### src/rtl/pfs_pkg.sv
package pfs_pkg;

   typedef enum logic [2:0] {
      ST_OFF   = 3'd0,
      ST_CHECK = 3'd1,
      ST_RUN   = 3'd2,
      ST_RETRY = 3'd3,
      ST_LATCH = 3'd4
   } pfs_state_e;

   typedef struct packed {
      logic uv_ok;
      logic en;
      logic ovp;
      logic fb_low;
      logic sup_up;
   } pfs_flags_t;

endpackage

### src/rtl/pfs_sync.sv
module pfs_sync #(
   parameter int WIDTH  = 5,
   parameter int STAGES = 2
) (
   input  logic             clk,
   input  logic             rst_n,
   input  logic [WIDTH-1:0] d,
   output logic [WIDTH-1:0] q
);

   if (STAGES < 2) begin : g_bad_stages
      $error("pfs_sync: STAGES must be at least 2");
   end
   if (WIDTH < 1) begin : g_bad_width
      $error("pfs_sync: WIDTH must be at least 1");
   end

   logic [WIDTH-1:0] stg [STAGES];

   always_ff @(posedge clk or negedge rst_n) begin
      if (!rst_n) begin
         for (int i = 0; i < STAGES; i++) stg[i] <= '0;
      end else begin
         stg[0] <= d;
         for (int i = 1; i < STAGES; i++) stg[i] <= stg[i-1];
      end
   end

   assign q = stg[STAGES-1];

endmodule

### src/rtl/pfs_tick.sv
module pfs_tick #(
   parameter int DIV = 50000
) (
   input  logic clk,
   input  logic rst_n,
   input  logic clr,
   output logic tick
);

   localparam int CW = (DIV > 1) ? $clog2(DIV) : 1;
   localparam logic [CW-1:0] LAST = CW'(DIV - 1);

   if (DIV < 2) begin : g_bad_div
      $error("pfs_tick: DIV must be at least 2");
   end

   logic [CW-1:0] cnt_q;

   always_ff @(posedge clk or negedge rst_n) begin
      if (!rst_n)             cnt_q <= '0;
      else if (clr)           cnt_q <= '0;
      else if (cnt_q == LAST) cnt_q <= '0;
      else                    cnt_q <= cnt_q + 1'b1;
   end

   assign tick = (cnt_q == LAST);

endmodule

### src/rtl/pfs_fsm.sv
module pfs_fsm
   import pfs_pkg::*;
#(
   parameter int CHECK_MS  = 2,
   parameter int OFF_MS    = 55,
   parameter int FBLOW_MS  = 55,
   parameter int MAX_TRIES = 3
) (
   input  logic       clk,
   input  logic       rst_n,
   input  logic       tick,
   input  pfs_flags_t f,
   output logic       tmr_clr,
   output logic       gate_n,
   output logic       sw_en,
   output logic       fault_latched,
   output logic [2:0] status
);

   localparam int TMAX = (OFF_MS > FBLOW_MS) ?
                         ((OFF_MS > CHECK_MS) ? OFF_MS : CHECK_MS) :
                         ((FBLOW_MS > CHECK_MS) ? FBLOW_MS : CHECK_MS);
   localparam int TW = $clog2(TMAX + 1);
   localparam int NW = $clog2(MAX_TRIES + 1);
   localparam logic [TW-1:0] CHK_LAST = TW'(CHECK_MS - 1);
   localparam logic [TW-1:0] OFF_LAST = TW'(OFF_MS - 1);
   localparam logic [TW-1:0] FBL_LAST = TW'(FBLOW_MS - 1);
   localparam logic [NW-1:0] TRY_LIM  = NW'(MAX_TRIES);

   if (CHECK_MS < 1 || OFF_MS < 1 || FBLOW_MS < 1) begin : g_bad_ms
      $error("pfs_fsm: millisecond windows must be at least 1");
   end
   if (MAX_TRIES < 1) begin : g_bad_tries
      $error("pfs_fsm: MAX_TRIES must be at least 1");
   end

   pfs_state_e    state_q, state_d;
   logic [TW-1:0] phase_q, fbl_q, good_q;
   logic [NW-1:0] tries_q, tries_inc;
   logic          go, chk_done, off_done, fbl_expire, clean, good_done;
   logic          chk_bad, sc_fail, last_try, on_st;

   assign go         = f.uv_ok && f.en;
   assign chk_done   = tick && (phase_q == CHK_LAST);
   assign off_done   = tick && (phase_q == OFF_LAST);
   assign fbl_expire = tick && f.fb_low && (fbl_q == FBL_LAST);
   assign clean      = f.sup_up && !f.fb_low;
   assign good_done  = tick && clean && (good_q == OFF_LAST) && (state_q == ST_RUN);
   assign chk_bad    = !f.sup_up || f.fb_low;
   assign tries_inc  = tries_q + 1'b1;
   assign last_try   = (tries_inc >= TRY_LIM);

   always_comb begin
      state_d = state_q;
      sc_fail = 1'b0;
      case (state_q)
         ST_OFF:   if (go) state_d = ST_CHECK;
         ST_CHECK: begin
            if (!f.en) state_d = ST_OFF;
            else if (chk_done) begin
               if (chk_bad) begin
                  sc_fail = 1'b1;
                  state_d = last_try ? ST_LATCH : ST_RETRY;
               end else begin
                  state_d = ST_RUN;
               end
            end
         end
         ST_RUN: begin
            if (!f.en) state_d = ST_OFF;
            else if (!f.sup_up) begin
               sc_fail = 1'b1;
               state_d = last_try ? ST_LATCH : ST_RETRY;
            end else if (fbl_expire) begin
               state_d = ST_LATCH;
            end
         end
         ST_RETRY: if (off_done) state_d = go ? ST_CHECK : ST_OFF;
         ST_LATCH: state_d = ST_LATCH;
         default:  state_d = ST_OFF;
      endcase
      if (!f.uv_ok) begin
         state_d = ST_OFF;
         sc_fail = 1'b0;
      end
   end

   assign tmr_clr = (state_d != state_q);

   always_ff @(posedge clk or negedge rst_n) begin
      if (!rst_n) state_q <= ST_OFF;
      else        state_q <= state_d;
   end

   always_ff @(posedge clk or negedge rst_n) begin
      if (!rst_n)       phase_q <= '0;
      else if (tmr_clr) phase_q <= '0;
      else if (tick && (state_q == ST_CHECK || state_q == ST_RETRY))
         phase_q <= phase_q + 1'b1;
   end

   always_ff @(posedge clk or negedge rst_n) begin
      if (!rst_n) fbl_q <= '0;
      else if (state_q != ST_RUN || !f.fb_low || tmr_clr) fbl_q <= '0;
      else if (tick && fbl_q != FBL_LAST) fbl_q <= fbl_q + 1'b1;
   end

   always_ff @(posedge clk or negedge rst_n) begin
      if (!rst_n) good_q <= '0;
      else if (state_q != ST_RUN || !clean || tmr_clr) good_q <= '0;
      else if (tick && good_q != OFF_LAST) good_q <= good_q + 1'b1;
   end

   always_ff @(posedge clk or negedge rst_n) begin
      if (!rst_n)         tries_q <= '0;
      else if (!f.uv_ok)  tries_q <= '0;
      else if (sc_fail)   tries_q <= last_try ? TRY_LIM : tries_inc;
      else if (good_done) tries_q <= '0;
   end

   assign on_st         = (state_q == ST_CHECK) || (state_q == ST_RUN);
   assign gate_n        = !on_st;
   assign sw_en         = on_st && !f.ovp;
   assign fault_latched = (state_q == ST_LATCH);
   assign status        = state_q;

   p_gate_needs_en_r2: assert property (@(posedge clk) disable iff (!rst_n)
      !gate_n |-> $past(f.uv_ok && f.en));

   p_uv_forces_off_r3: assert property (@(posedge clk) disable iff (!rst_n)
      $past(!f.uv_ok) |-> state_q == ST_OFF);

   p_retry_entry_r5: assert property (@(posedge clk) disable iff (!rst_n)
      $rose(state_q == ST_RETRY) |-> ($past(state_q) == ST_CHECK || $past(state_q) == ST_RUN));

   p_latch_hold_r6: assert property (@(posedge clk) disable iff (!rst_n)
      (state_q == ST_LATCH && f.uv_ok) |=> state_q == ST_LATCH);

   p_sw_needs_gate_r9: assert property (@(posedge clk) disable iff (!rst_n)
      sw_en |-> !gate_n);

   p_ovp_keeps_run_r9: assert property (@(posedge clk) disable iff (!rst_n)
      (state_q == ST_RUN && f.ovp && go && clean) |=> state_q == ST_RUN);

   p_latch_entry_r10: assert property (@(posedge clk) disable iff (!rst_n)
      $rose(state_q == ST_LATCH) |-> ($past(state_q) == ST_CHECK || $past(state_q) == ST_RUN));

   p_tries_bound_r11: assert property (@(posedge clk) disable iff (!rst_n)
      (state_q != ST_LATCH) |-> tries_q < TRY_LIM);

endmodule

### src/rtl/pwr_fault_seq.sv
module pwr_fault_seq
   import pfs_pkg::*;
#(
   parameter int TICK_DIV    = 50000,
   parameter int CHECK_MS    = 2,
   parameter int OFF_MS      = 55,
   parameter int FBLOW_MS    = 55,
   parameter int MAX_TRIES   = 3,
   parameter int SYNC_STAGES = 2
) (
   input  logic       clk,
   input  logic       rst_n,
   input  logic       uv_ok_a,
   input  logic       en_a,
   input  logic       ovp_a,
   input  logic       fb_low_a,
   input  logic       sup_up_a,
   output logic       gate_n,
   output logic       sw_en,
   output logic       fault_latched,
   output logic [2:0] status
);

   localparam int FW = $bits(pfs_flags_t);

   pfs_flags_t raw, syn;
   logic [FW-1:0] syn_v;
   logic tick, tmr_clr;

   assign raw = '{uv_ok: uv_ok_a, en: en_a, ovp: ovp_a, fb_low: fb_low_a, sup_up: sup_up_a};

   pfs_sync #(.WIDTH(FW), .STAGES(SYNC_STAGES)) u_sync (
      .clk(clk), .rst_n(rst_n), .d(raw), .q(syn_v)
   );
   assign syn = pfs_flags_t'(syn_v);

   pfs_tick #(.DIV(TICK_DIV)) u_tick (
      .clk(clk), .rst_n(rst_n), .clr(tmr_clr), .tick(tick)
   );

   pfs_fsm #(
      .CHECK_MS(CHECK_MS), .OFF_MS(OFF_MS),
      .FBLOW_MS(FBLOW_MS), .MAX_TRIES(MAX_TRIES)
   ) u_fsm (
      .clk(clk), .rst_n(rst_n), .tick(tick), .f(syn),
      .tmr_clr(tmr_clr), .gate_n(gate_n), .sw_en(sw_en),
      .fault_latched(fault_latched), .status(status)
   );

endmodule

### config.mk
export PLATFORM = sky130hd
export DESIGN_NAME = pwr_fault_seq
export DESIGN_NICKNAME = d
export VERILOG_FILES = /design/src/rtl/pfs_pkg.sv /design/src/rtl/pfs_sync.sv /design/src/rtl/pfs_tick.sv /design/src/rtl/pfs_fsm.sv /design/src/rtl/pwr_fault_seq.sv
export SDC_FILE = /design/constraint.sdc
export NUM_CORES = 1
export LEC_CHECK = 0
export BUFFER_PORTS_ARGS = -buffer_cell sky130_fd_sc_hd__buf_4
export CORE_MARGIN = 1
export CORE_UTILIZATION = 65
export DETAILED_ROUTE_END_ITERATION = 12
export GPL_ROUTABILITY_DRIVEN = 0
export PLACE_DENSITY = 0.83
export SLEW_MARGIN = 20
export SYNTH_ARGS = -nofsm -noshare
export SYNTH_HDL_FRONTEND = slang
export SYNTH_SLANG_ARGS = --single-unit
### constraint.sdc
create_clock -name clk -period 6.8 [get_ports clk]
set_clock_uncertainty 0.1 [all_clocks]
set_input_delay 0.34 -clock clk [delete_from_list [all_inputs] [get_ports clk]]
set_output_delay 0.34 -clock clk [all_outputs]
set_load 0.01 [all_outputs]
-- Word level (Yosys, flattened, before mapping)
Cells that the tools add are included.
- $add $sub $neg: 5
- $mul: 0
- div/mod/pow operators: 0
- order comparisons: 1
- equal/unequal tests: 14
- shift operators: 0
- mux-type cells: 31
- bitwise gates (word level): 0
- reduce and logical (&&, ||, !) cells: 29
- operator list (kind ; number):
    $mux W6 ; 6
    $mux W16 ; 2
    $mux W3 ; 10
    $add A6 B1 Y6 const B ; 3
    $eq A6 B6 Y1 const B ; 3
    $add A16 B1 Y16 const B ; 1
    $eq A16 B16 Y1 const B ; 1
    $pmux W3 S5 ; 1
    $logic_and A1 B1 Y1 ; 13
    $ne A6 B6 Y1 const B ; 2
    $mux W2 ; 4
    $logic_or A1 B1 Y1 ; 7
    $mux W1 ; 7
    $eq A3 B2 Y1 const B ; 2
    $eq A6 B1 Y1 const B ; 1
    $reduce_bool A2 Y1 ; 3
    $logic_not A1 Y1 ; 5
    $eq A3 B1 Y1 const B ; 1
    $eq A3 B3 Y1 const B ; 1
    $logic_not A3 Y1 ; 1
    $ne A3 B1 Y1 const B ; 1
    $ne A3 B2 Y1 const B ; 1
    $ne A3 B3 Y1 ; 1
    $add A2 B1 Y2 const B ; 1
    other kinds (2) ; 2
- register bits: 49
- latch bits: 0
- RAM bits: 0
- ROM bits: 0
- input bits: 7
- logic and storage cells: 88
- memories kept: 0

-- Longest topological paths before layout
- depth after elaboration: 11
- gate-level depth with buffers: 9
- gate-level depth less buffers: 8

-- Modules after synthesis
Synthesis repeated with hierarchy kept, for this count alone.
- cell total of the unflattened synthesis: 273
- area, all modules: 2675.1 µm²
- modules (own cells, without submodules) (module ; times used ; cells an instance ; area each (µm²) ; sequential area each (µm²)):
    pfs_fsm ; 1 ; 174 ; 1565.3 ; 575.6
    pfs_tick ; 1 ; 84 ; 822.0 ; 400.4
    pfs_sync ; 1 ; 15 ; 287.8 ; 250.2

-- Worst setup path after synthesis
No wires, ideal clock.
- kind: reg-to-reg
- from: register u_tick.cnt_q[4]
- to: register u_fsm.fbl_q[0]
- setup time: 0.069 ns
- arrival: 2.219 ns
- data required time: 6.631 ns
- slack: 4.413 ns
- cell stages (with the launch flop): 8
- path buffers: 1
- period minus slack after synthesis: 2.387 ns
- path through: dfrtp_1 nor4b_4 nand4_2 o31a_1 or3_1 or3_1 buf_6 nor2_2
- cells in the longest elaborated chain, start to end: 11
- ends and longest elaborated chain (item ; RTL line ; RTL):
    from (decl) ; pfs_tick.sv:17 ; logic [CW-1:0] cnt_q;
    from (signal assigned) ; pfs_tick.sv:23 ; else cnt_q <= cnt_q + 1'b1;
    $eq A16 B16 Y1 * ; pfs_tick.sv:26 ; assign tick = (cnt_q == LAST);
    $logic_and A1 B1 Y1 (2 in a row) ; pfs_fsm.sv:46 ; assign fbl_expire = tick && f.fb_low && (fbl_q == FBL_LAST);
    $mux W3 ; pfs_fsm.sv:74 ; end else if (fbl_expire) begin
    $mux W3 ; pfs_fsm.sv:71 ; else if (!f.sup_up) begin
    $mux W3 ; pfs_fsm.sv:70 ; if (!f.en) state_d = ST_OFF;
    $pmux W3 S5 ; pfs_fsm.sv:56 ; case (state_q)
    $mux W3 ; pfs_fsm.sv:82 ; if (!f.uv_ok) begin
    $ne A3 B3 Y1 ; pfs_fsm.sv:88 ; assign tmr_clr = (state_d != state_q);
    $logic_or A1 B1 Y1 ; pfs_fsm.sv:104 ; else if (state_q != ST_RUN || !f.fb_low || tmr_clr) fbl_q <= '0;
    $mux W6 or $reduce_bool A2 Y1 (tied branches) ; - ;
    to (signal assigned) ; pfs_fsm.sv:105 ; else if (tick && fbl_q != FBL_LAST) fbl_q <= fbl_q + 1'b1;
    to (decl) ; pfs_fsm.sv:38 ; logic [TW-1:0] phase_q, fbl_q, good_q;
Mark *: on every way between the ends. The rest lies on a longest branch, timed or not.
A chain may end at the register's enable or synchronous reset.

-- Worst setup path after layout
- from: register u_tick.cnt_q[4]
- to: register u_fsm.phase_q[2]
- cells in the longest elaborated chain, start to end: 10
- ends and longest elaborated chain (item ; RTL line ; RTL):
    $eq A16 B16 Y1 * ; pfs_tick.sv:26 ;
    $logic_and A1 B1 Y1 (2 in a row) ; pfs_fsm.sv:46 ;
    $mux W3 ; pfs_fsm.sv:74 ;
    $mux W3 ; pfs_fsm.sv:71 ;
    $mux W3 ; pfs_fsm.sv:70 ;
    $pmux W3 S5 ; pfs_fsm.sv:56 ;
    $mux W3 ; pfs_fsm.sv:82 ;
    $ne A3 B3 Y1 ; pfs_fsm.sv:88 ;
    $mux W6 or $reduce_bool A2 Y1 (tied branches) ; - ;
    to (signal assigned) ; pfs_fsm.sv:99 ; phase_q <= phase_q + 1'b1;
    to (decl) ; pfs_fsm.sv:38 ;
Marked as above.

==> key figures <==
Status
  – Status: complete, no violations

STA
  – Worst Tran Pin Value: 0.970 ns
  – Max Slew Vio Count: 0
  – Fin Setup TNS: 0 ns
  – RSZ-0062 raised after global routing: false
  – Hold slack: 0.0313 ns
  – Final Setup Violations: 0
  – FMAX: 312 MHz
  – Final WS setup: 3.60 ns
  – Final Critical Period: 3.20 ns
  – Hold Vio Cnt, Final: 0
  – Rel. slew slack: 0.353
  – Crit share post-route: 0.471

Worst setup path
  – Buffers and inverters on the worst path: 0
  – Delay-heaviest family, CP: simple AND/OR/NAND/NOR gates
  – WS Path Type: flip-flop to flip-flop
  – CP endpoint kind: flip-flop
  – Critical path peak fanout: 23
  – Crit-path cells: nor4b_4, and4_1, nor2_1, o31a_2, o221ai_2, nor3_1
  – CP Launch Type: flip-flop
  – Worst path arrival time: 3.26 ns
  – Peak per-stage delay on the critical path: 0.77 ns
  – Slowest CP cell: and4_1
  – WP data required: 6.85 ns

Die
  – Starting Density: 0.691
  – Die height: 64.9 microns
  – Core Area: 3720 sq um
  – Site Rows: 22
  – Horiz. Die Dim: 64.9 microns
  – Total die area: 4210 sq um
  – I/O Pins: 13

CTS
  – Clock buffer depth: 2
  – CTS buffer count: 5
  – CTS resizes: 0
  – Setup bufs post-CTS: 0
  – Clock root buffer: clkbuf_8
  – Clock-pin slew on the worst setup and hold paths: 0.09 ns
  – CTS sink cnt: 49
  – CTS tree: built
  – Skew-Pair Late Insertion Delay: 0.31 ns
  – Max H-tree Level: 2

Global routing
  – Global Route Usage Sum: 0.262
  – Largest net degree at the start of global routing: 50
  – Antenna violations before repair: 0
  – Vias in the first global route: 1888
  – First-pass GRT wire length: 8.34 mm
  – Gr ovfl total: 0

Power and ir drop
  – Maximum vdd drop: 0.157 mV
  – PwrDens: 187 nW/um^2
  – Lkg Pwr: 1.17 nW

Detailed routing
  – TritonRoute pass-1 iters: 4
  – Routed wire length: 4.73 mm
  – Antenna-violating nets left: 0
  – Routed via count: 1922
  – Routed wire per std cell: 14.6 microns
  – Drc violations: 0
  – Post-DR vias/cell: 5.91
  – DR iter-0 viols: 184

Place
  – Placed Area: 2670 sq um
  – Worst slack, placed: 3.61 ns
  – DP HPWL: 3.31 mm
  – Port Buffers: 12
  – Placed Cells: 316

Finish
  – Finished Layout Cells: 325
  – Share of cells above drive strength 1: 0.130
  – Net total in the final layout: 292
  – Area added between synthesis and finish: 7.75%
  – Final instance area: 2770 sq um
  – Antenna Cells: 0

Logic synthesis
  – Mean post-synth cell area: 9.65 sq um
  – Synth area leader: dfrtp_1
  – Synthesized instance count: 266
  – Syn nets: 282
  – Seq/Total Area, Yosys: 0.478
  – Yosys reg bits: 49
  – Synth Warn #: 0
  – Synthesized area: 2570 sq um
  – Top cells by area, synth: dfrtp_1, xor2_1, nor2_1
  – Yosys cell types: 43
  – Top-area cell type share of the netlist area: 0.478

Min path
  – Hold Crit Class: primary input to flip-flop

Job
  – Max cap viols: 0
## kinds of logic (layout without fill, tap and decap cells)
group | after synthesis | in the layout | share of synthesized area
buffers and inverters | 16 | 27 | 0.0273
and+or+nand+nor | 143 | 143 | 0.295
DFF | 49 | 49 | 0.478
AOI/OAI and AO/OA | 20 | 20 | 0.0570
adders and majority gates | 9 | 9 | 0.0439
xor gates and xnor gates | 29 | 29 | 0.0989
## cell usage in the layout, fill, tap and decap left out, types with 2 or more instances in the layout
cell      instances
nor4b_1           2
nor2_1           34
nand2b_1          2
or3_1             5
ha_1              9
nand4_1           6
o21ai_0           2
buf_4            12
xor2_1           15
o21a_1            2
clkinv_2          2
o31a_2            2
clkbuf_8          5
o31ai_1           2
nor3_1           16
nand3_1          14
and4bb_2          2
and3_1            9
nand2_1          28
dfrtp_1          49
nor2b_1           4
inv_1             6
nor2_2            6
a21oi_1           6
xnor2_1          14
nor3b_1           2
nor4_1            3
## flip-flops by register name, indices dropped and copies added (netlist names)
name,flops
u_fsm.phase_q,6
u_sync.q,5
u_sync.stg,5
u_fsm.fbl_q,6
u_fsm.tries_q,2
u_fsm.good_q,6
u_tick.cnt_q,16
u_fsm.status,3
## area by class of cell
class | instances | area (sq um)
inverter | 6 | 22.5
clock buffer | 5 | 68.8
tap | 48 | 60.1
timing repair buffer | 13 | 100
clock inverter | 3 | 17.5
multi-input combinational | 201 | 1270
fill | 284 | 950
sequential | 49 | 1230
## worst paths after layout
| check | from | endpoint | slack [ns] | cells past startpoint |
|---|---|---|---|---|
| hold / removal | fb_low_a | u_sync.stg[6] | 0.03 | 1 |
| setup / recovery | u_tick.cnt_q[4] | u_fsm.phase_q[2] | 3.60 | 6 |
| max in group asynchronous | rst_n | u_tick.cnt_q[1] | 5.72 | 2 |
| setup reg to reg | u_tick.cnt_q[4] | u_fsm.phase_q[2] | 3.60 | 6 |
| min in group asynchronous | rst_n | u_fsm.fbl_q[0] | 0.47 | 2 |
| hold reg to reg | u_sync.stg[9] | u_sync.q[4] | 0.25 | 0 |
## synthesized netlist by cell type, drive strengths merged
master and count:
nand3 14, nand2 28, nand2b 2, nand4 7, or3 5, o311ai 1
nor2b 4, nor3b 2, nor4 3, xor2 15, a21oi 6, nand4b 1
and2 1, and3 9, dfrtp 49, and4 1, o311a 1, o211ai 1
nor3 16, or3b 1, o31ai 2, nor2 40, xnor2 14, nand3b 1
ha 9, o221ai 1, buf 3, and2b 1, o21ai 2, o31a 3
a31oi 1, o21a 2, inv 6, or4 1, or2 1, clkbuf 7
nor4b 3, and4bb 2
## routing by layer
layer	wire length, microns	vias up	GRT usage
met2	2290	51	0.440
li1	-	938	-
met3	256	7	0.0581
met1	2140	926	0.333
met4	55	0	0.0889
met5	0	-	0
## what timing repair did
| item | CTS | global route |
|---|---|---|
| endpoints found under the setup margin | 0 | 0 |
| endpoints found under the hold margin | 49 | 0 |
| hold buffers | 1 | 0 |
## per-stage QoR
step           power (mW)   util
2_1_floorplan       0.340      -
3_3_place_gp        0.354  0.719
3_5_place_dp        0.356  0.719
4_1_cts             0.522  0.744
5_1_grt             0.539  0.744
6_report            0.518  0.744
## power by group
| part | internal, mW | leakage, nW | switching, mW |
|---|---|---|---|
| Combinational | 0.0153 | 0.472 | 0.0232 |
| Clock | 0.0711 | 0.0439 | 0.0964 |
| Sequential | 0.302 | 0.657 | 0.00999 |
Power figures use the tool's default switching activity.
